<file path="config.mk">
export PLATFORM = sky130hd
export DESIGN_NAME = pipe_init_ctrl
export DESIGN_NICKNAME = d
export VERILOG_FILES = /design/src/rtl/pipe_cv_pkg.sv /design/src/rtl/cv_derive.sv /design/src/rtl/cv_shift.sv /design/src/rtl/req_hold.sv /design/src/rtl/pipe_init_ctrl.sv
export SDC_FILE = /design/constraint.sdc
export NUM_CORES = 1
export LEC_CHECK = 0
export ABC_AREA = 1
export CORE_AREA = 4 4 41 43
export DETAILED_ROUTE_END_ITERATION = 12
export DIE_AREA = 0 0 45 47
export PLACE_DENSITY = 0.45
export SYNTH_ARGS = -nofsm -noshare
export SYNTH_HDL_FRONTEND = slang
export SYNTH_SLANG_ARGS = --single-unit
export TNS_END_PERCENT = 20
</file>
<file path="constraint.sdc">
create_clock -name clk -period 1.7 [get_ports clk]
set_input_delay 0.51 -clock clk [delete_from_list [all_inputs] [get_ports clk]]
set_output_delay 0.51 -clock clk [all_outputs]
set_load 0.005 [all_outputs]
</file>
<file path="src/rtl/pipe_cv_pkg.sv">
package pipe_cv_pkg;

    // Largest reservation table supported: 16 stages by 16 slots.
    localparam int MAX_STAGES = 16;
    localparam int MAX_SLOTS  = 16;
    localparam int MAX_CELLS  = MAX_STAGES * MAX_SLOTS;

    typedef logic [MAX_CELLS-1:0] cells_t;

    // True when some row has two marked slots exactly lat apart.
    function automatic logic lat_forbidden(input cells_t tbl, input int stages,
                                           input int slots, input int lat);
        logic hit;
        hit = 1'b0;
        for (int s = 0; s < stages; s++) begin
            for (int i = 0; i + lat < slots; i++) begin
                if (tbl[s*slots + i] && tbl[s*slots + i + lat]) begin
                    hit = 1'b1;
                end
            end
        end
        return hit;
    endfunction

endpackage

</file>
<file path="src/rtl/cv_derive.sv">
module cv_derive #(
    parameter int                       STAGES    = 3,
    parameter int                       SLOTS     = 7,
    parameter logic [STAGES*SLOTS-1:0]  RES_TABLE = '0,
    localparam int                      W         = SLOTS - 1
) (
    output logic [W-1:0] cv_o
);
    localparam pipe_cv_pkg::cells_t CELLS = pipe_cv_pkg::cells_t'(RES_TABLE);

    // One constant bit per candidate latency 1..W.
    for (genvar k = 1; k <= W; k++) begin : g_lat
        localparam logic HIT = pipe_cv_pkg::lat_forbidden(CELLS, STAGES, SLOTS, k);
        assign cv_o[k-1] = HIT;
    end

endmodule

</file>
<file path="src/rtl/cv_shift.sv">
module cv_shift #(
    parameter  int W = 6
) (
    input  logic         clk,
    input  logic         rst_n,
    input  logic         load_i,
    input  logic [W-1:0] cv_i,
    output logic [W-1:0] vec_o,
    output logic         exit_o
);
    typedef struct packed {
        logic [W-1:0] vec;
    } sreg_t;

    sreg_t st_d, st_q;

    always_comb begin
        st_d     = st_q;
        st_d.vec = {1'b0, st_q.vec[W-1:1]};
        if (load_i) begin
            st_d.vec = st_d.vec | cv_i;
        end
    end

    always_ff @(posedge clk) begin
        if (!rst_n) st_q <= '0;
        else        st_q <= st_d;
    end

    assign vec_o  = st_q.vec;
    assign exit_o = st_q.vec[0];


    load_chk: assert property (@(posedge clk) disable iff (!rst_n)
        load_i |=> (vec_o == (($past(vec_o) >> 1) | $past(cv_i))));


    shift_chk: assert property (@(posedge clk) disable iff (!rst_n)
        !load_i |=> (vec_o == ($past(vec_o) >> 1)));

endmodule

</file>
<file path="src/rtl/req_hold.sv">
module req_hold (
    input  logic clk,
    input  logic rst_n,
    input  logic req_i,
    input  logic allow_i,
    output logic grant_o
);
    typedef struct packed {
        logic pend;
    } hold_t;

    hold_t hd_d, hd_q;
    logic  want;

    always_comb begin
        want    = req_i | hd_q.pend;
        grant_o = want & allow_i;
        hd_d      = hd_q;
        hd_d.pend = want & ~allow_i;
    end

    always_ff @(posedge clk) begin
        if (!rst_n) hd_q <= '0;
        else        hd_q <= hd_d;
    end


    single_pulse_chk: assert property (@(posedge clk) disable iff (!rst_n)
        (grant_o && !req_i) |=> !hd_q.pend);

endmodule

</file>
<file path="src/rtl/pipe_init_ctrl.sv">
module pipe_init_ctrl #(
    parameter int                      STAGES    = 3,
    parameter int                      SLOTS     = 7,
    parameter logic [STAGES*SLOTS-1:0] RES_TABLE = {7'b1000100, 7'b0001010, 7'b1000001},
    localparam int                     W         = SLOTS - 1
) (
    input  logic         clk,
    input  logic         rst_n,
    input  logic         req_i,
    output logic         grant_o,
    output logic [W-1:0] state_o
);
    logic [W-1:0] cv_w;
    logic [W-1:0] vec_w;
    logic         exit_w;
    logic         grant_w;

    cv_derive #(.STAGES(STAGES), .SLOTS(SLOTS), .RES_TABLE(RES_TABLE)) u_cv (
        .cv_o (cv_w)
    );

    cv_shift #(.W(W)) u_sreg (
        .clk    (clk),
        .rst_n  (rst_n),
        .load_i (grant_w),
        .cv_i   (cv_w),
        .vec_o  (vec_w),
        .exit_o (exit_w)
    );

    req_hold u_hold (
        .clk     (clk),
        .rst_n   (rst_n),
        .req_i   (req_i),
        .allow_i (~exit_w),
        .grant_o (grant_w)
    );

    assign grant_o = grant_w;
    assign state_o = vec_w;


    grant_blocked_chk: assert property (@(posedge clk) disable iff (!rst_n)
        grant_o |-> !state_o[0]);

    // Checker state: cycles since the last grant, saturating at SLOTS.
    localparam int CW = $clog2(SLOTS + 1);
    logic [CW-1:0] since_d, since_q;
    logic          forb_now;

    always_comb begin
        if (grant_w)                       since_d = CW'(1);
        else if (since_q == CW'(SLOTS))    since_d = since_q;
        else                               since_d = since_q + CW'(1);
        forb_now = 1'b0;
        for (int k = 1; k <= W; k++) begin
            if (since_q == CW'(k) && cv_w[k-1]) forb_now = 1'b1;
        end
    end

    always_ff @(posedge clk) begin
        if (!rst_n) since_q <= CW'(SLOTS);
        else        since_q <= since_d;
    end


    spacing_chk: assert property (@(posedge clk) disable iff (!rst_n)
        grant_o |-> !forb_now);

endmodule

</file>
==> out/summary.md <==
* endpoints failing hold: 0
* portion of the clock cycle consumed by the worst path in the final layout: 0.933
* Largest delay share family, worst path: buffers and inverters
* pin count of the biggest net entering global routing: 8
* wire length per cell after detailed routing: 7.44 um
* highest net fanout along the worst path: 2
* clock tree buffer depth: 2
* average cell area after synthesis: 8.11 um2
* number of flip-flops and latches in the synthesized netlist: 7
* transition at the pin with the smallest max-transition slack: 0.248 ns
* drt drc: 0
* number of nets in the layout: 44
* number of DRC markers after the initial detailed-route iteration: 5
* biggest cell delay along the critical path: 0.50 ns
* layout-stage area growth over the synthesis result: 39.8%
* count of distinct cell types in the synthesized netlist: 6
* iteration count of the initial detailed-routing pass: 4
* power per cell area: 1040 nW/um2
* via count: 184
* critical path data required time: 1.19 ns
* sequential fraction of the synthesis area: 0.557
* Inst Count DP: 51
* initial antenna violation count: 0
* # H-tree levels: 1
* number of maximum-capacitance violations: 0
* count of non-filler cells in the finished layout: 55
* fraction of layout cells with a size suffix above 1: 0.150
* cell area after placement: 330 um2
* residual overflow from global routing: 0
* I/O pin total: 10
* total of endpoints with negative setup slack in the final report: 0
* startpoint class of the critical path: flop
* category of the worst setup path capture point: output port
* ratio of routed vias to standard cells: 3.35
* area of the mapped netlist: 251 um2
* die area: 2120 um2
* headroom to the max-slew limit: 0.834
* arrival time of the worst setup path: 1.08 ns
* Crit path buffers/inverters: 1
* PortBufs: 9
* Yosys warning total: 0
* ant diodes: 0
* placeable core area: 1300 um2
* hold wc startpoint: u_sreg.vec_o[1]$_SDFF_PN0_
* total number of cells along the worst setup path: 1
* Die Ht: 47 um
* Post-Synthesis Net Count: 34
* post-synthesis instance total: 31
* reported leakage power: 0.000183 uW
* Clock Pin Slew Worst Setup and Hold Paths: 0.05 ns
* initial cell density of the core: 0.193
* width of the die: 45 um
* outcome: finished clean
* clock tree root buffer cell: sky130_fd_sc_hd__clkbuf_4
* worst setup path startpoint: u_sreg.vec_o[1]$_SDFF_PN0_
* post-route minimum period: 1.59 ns
* list of cells traversed by the critical path: clkdlybuf4s50_1
* TritonCTS clock tree: done
* number of nets still failing antenna checks after routing: 0
* vias in the first global route: 167
* Max Clock Freq: 631 MHz
* total negative slack for setup checks: 0 ns
* post-route cell area: 352 um2
* number of buffers inserted during clock tree synthesis: 3
* cell count of the worst reg-to-reg path: 4
* last weighted congestion value of the routability-driven placer: 0.636
* insertion delay to the later sink of the worst-skew pair: 0.24 ns
* class of the worst hold path: flop to flop
* placement row count: 13
* setup clock skew after layout: 0.00446 ns
* unrepaired setup endpoints after global routing: no
* worst setup path category: flop to output port
* number of max-slew violations in the final report: 0
* Final Routed Wirelength: 409 um
* Worst IR Drop VDD: 0.000496 V
* hold path cells: 2
* CTS sink count: 7
* global-route wire length before repair: 717 um
* Detail Placement HPWL: 288 um
* aggregate global-route resource usage: 0.0532
* crit path max-delay cell type: sky130_fd_sc_hd__clkdlybuf4s50_1
* FF-to-FF Start: u_hold.hd_q$_SDFF_PN0_
registers in the layout (all words and copies together) (netlist names):
name	count
u_sreg.vec_o	6
u_hold.hd_q	1
tightest hold or removal path, stage by stage, from the launching register on:
cell	delay, ns
sky130_fd_sc_hd__dfxtp_1	0.31
sky130_fd_sc_hd__nand2_1	0.06
sky130_fd_sc_hd__inv_1	0.03
placed cells by master, fill, tap and decap left out:
| cell | synthesis | final |
|---|---|---|
| sky130_fd_sc_hd__dfxtp_1 | 7 | 6 |
| sky130_fd_sc_hd__inv_1 | 7 | 7 |
| sky130_fd_sc_hd__buf_2 | 0 | 1 |
| sky130_fd_sc_hd__dfxtp_2 | 0 | 1 |
| sky130_fd_sc_hd__nor2_1 | 3 | 3 |
| sky130_fd_sc_hd__clkbuf_4 | 0 | 3 |
| sky130_fd_sc_hd__clkdlybuf4s50_1 | 0 | 7 |
| sky130_fd_sc_hd__clkbuf_1 | 0 | 1 |
| sky130_fd_sc_hd__nand3_2 | 1 | 1 |
| sky130_fd_sc_hd__nand2_1 | 9 | 9 |
| sky130_fd_sc_hd__dlygate4sd2_1 | 0 | 1 |
final cells by class:
cell class,count,area [um2]
Timing Repair Buffer,9,83.8
Tap cell,15,18.8
Fill cell,151,950
Sequential cell,7,141
Multi-Input combinational cell,13,55.1
Clock buffer,4,26.3
Inverter,7,26.3
path summary, 6_finish.rpt:
kind | endpoint | slack, ns
min | u_sreg.vec_o[0]$_SDFF_PN0_ | 0.43
min reg2reg | u_sreg.vec_o[0]$_SDFF_PN0_ | 0.43
max reg2reg | u_sreg.vec_o[3]$_SDFF_PN0_ | 1.03
max | state_o[1] | 0.11
per-layer routing:
layer | vias up | routed length (um) | GRT usage
li1 | 100 | - | -
met1 | 75 | 214 | 0.0622
met2 | 9 | 135 | 0.0593
met3 | 0 | 59 | 0.0613
met4 | 0 | 0 | 0.0175
met5 | - | 0 | 0
Yosys cell counts (all sizes together):
cell type / count / area share
nand3: 1 / 0.040
dfxtp: 7 / 0.56
nor2: 3 / 0.045
inv: 7 / 0.10
nand2: 9 / 0.13
buf: 4 / 0.12
kinds of logic (layout without fill, tap and decap cells):
| family | count (synthesis) | after routing | share of synthesized area |
|---|---|---|---|
| and+or+nand+nor | 13 | 13 | 0.219 |
| buffers and inverters | 11 | 20 | 0.224 |
| DFF | 7 | 7 | 0.557 |
where the power goes:
group | leakage, uW | switching [uW] | internal, uW | total, uW
logic | 0.000110 | 15.1 | 24.1 | 39.2
clock network | 0.0000150 | 56.3 | 89.3 | 146
registers | 0.0000582 | 5.43 | 175 | 180
repair_timing:
item,in CTS,in global routing
hold buffers,0,0
gates resized for setup,5,1
cloned,0,0
setup endpoints to repair,1,1
buffers inserted,0,0
metrics by stage:
step / worst slack, ns / utilization / hold WS [ns] / power (uW)
floorplan: 0.560 / - / 0.407 / 204
global placement: -0.408 / 0.254 / 0.429 / 226
finish: 0.114 / 0.270 / 0.433 / 365
global route: 0.0402 / 0.270 / 0.465 / 398
CTS: 0.0664 / 0.269 / 0.440 / 376
detailed placement: -0.408 / 0.254 / 0.422 / 226
Note: power is estimated with default switching activity, not from simulation.
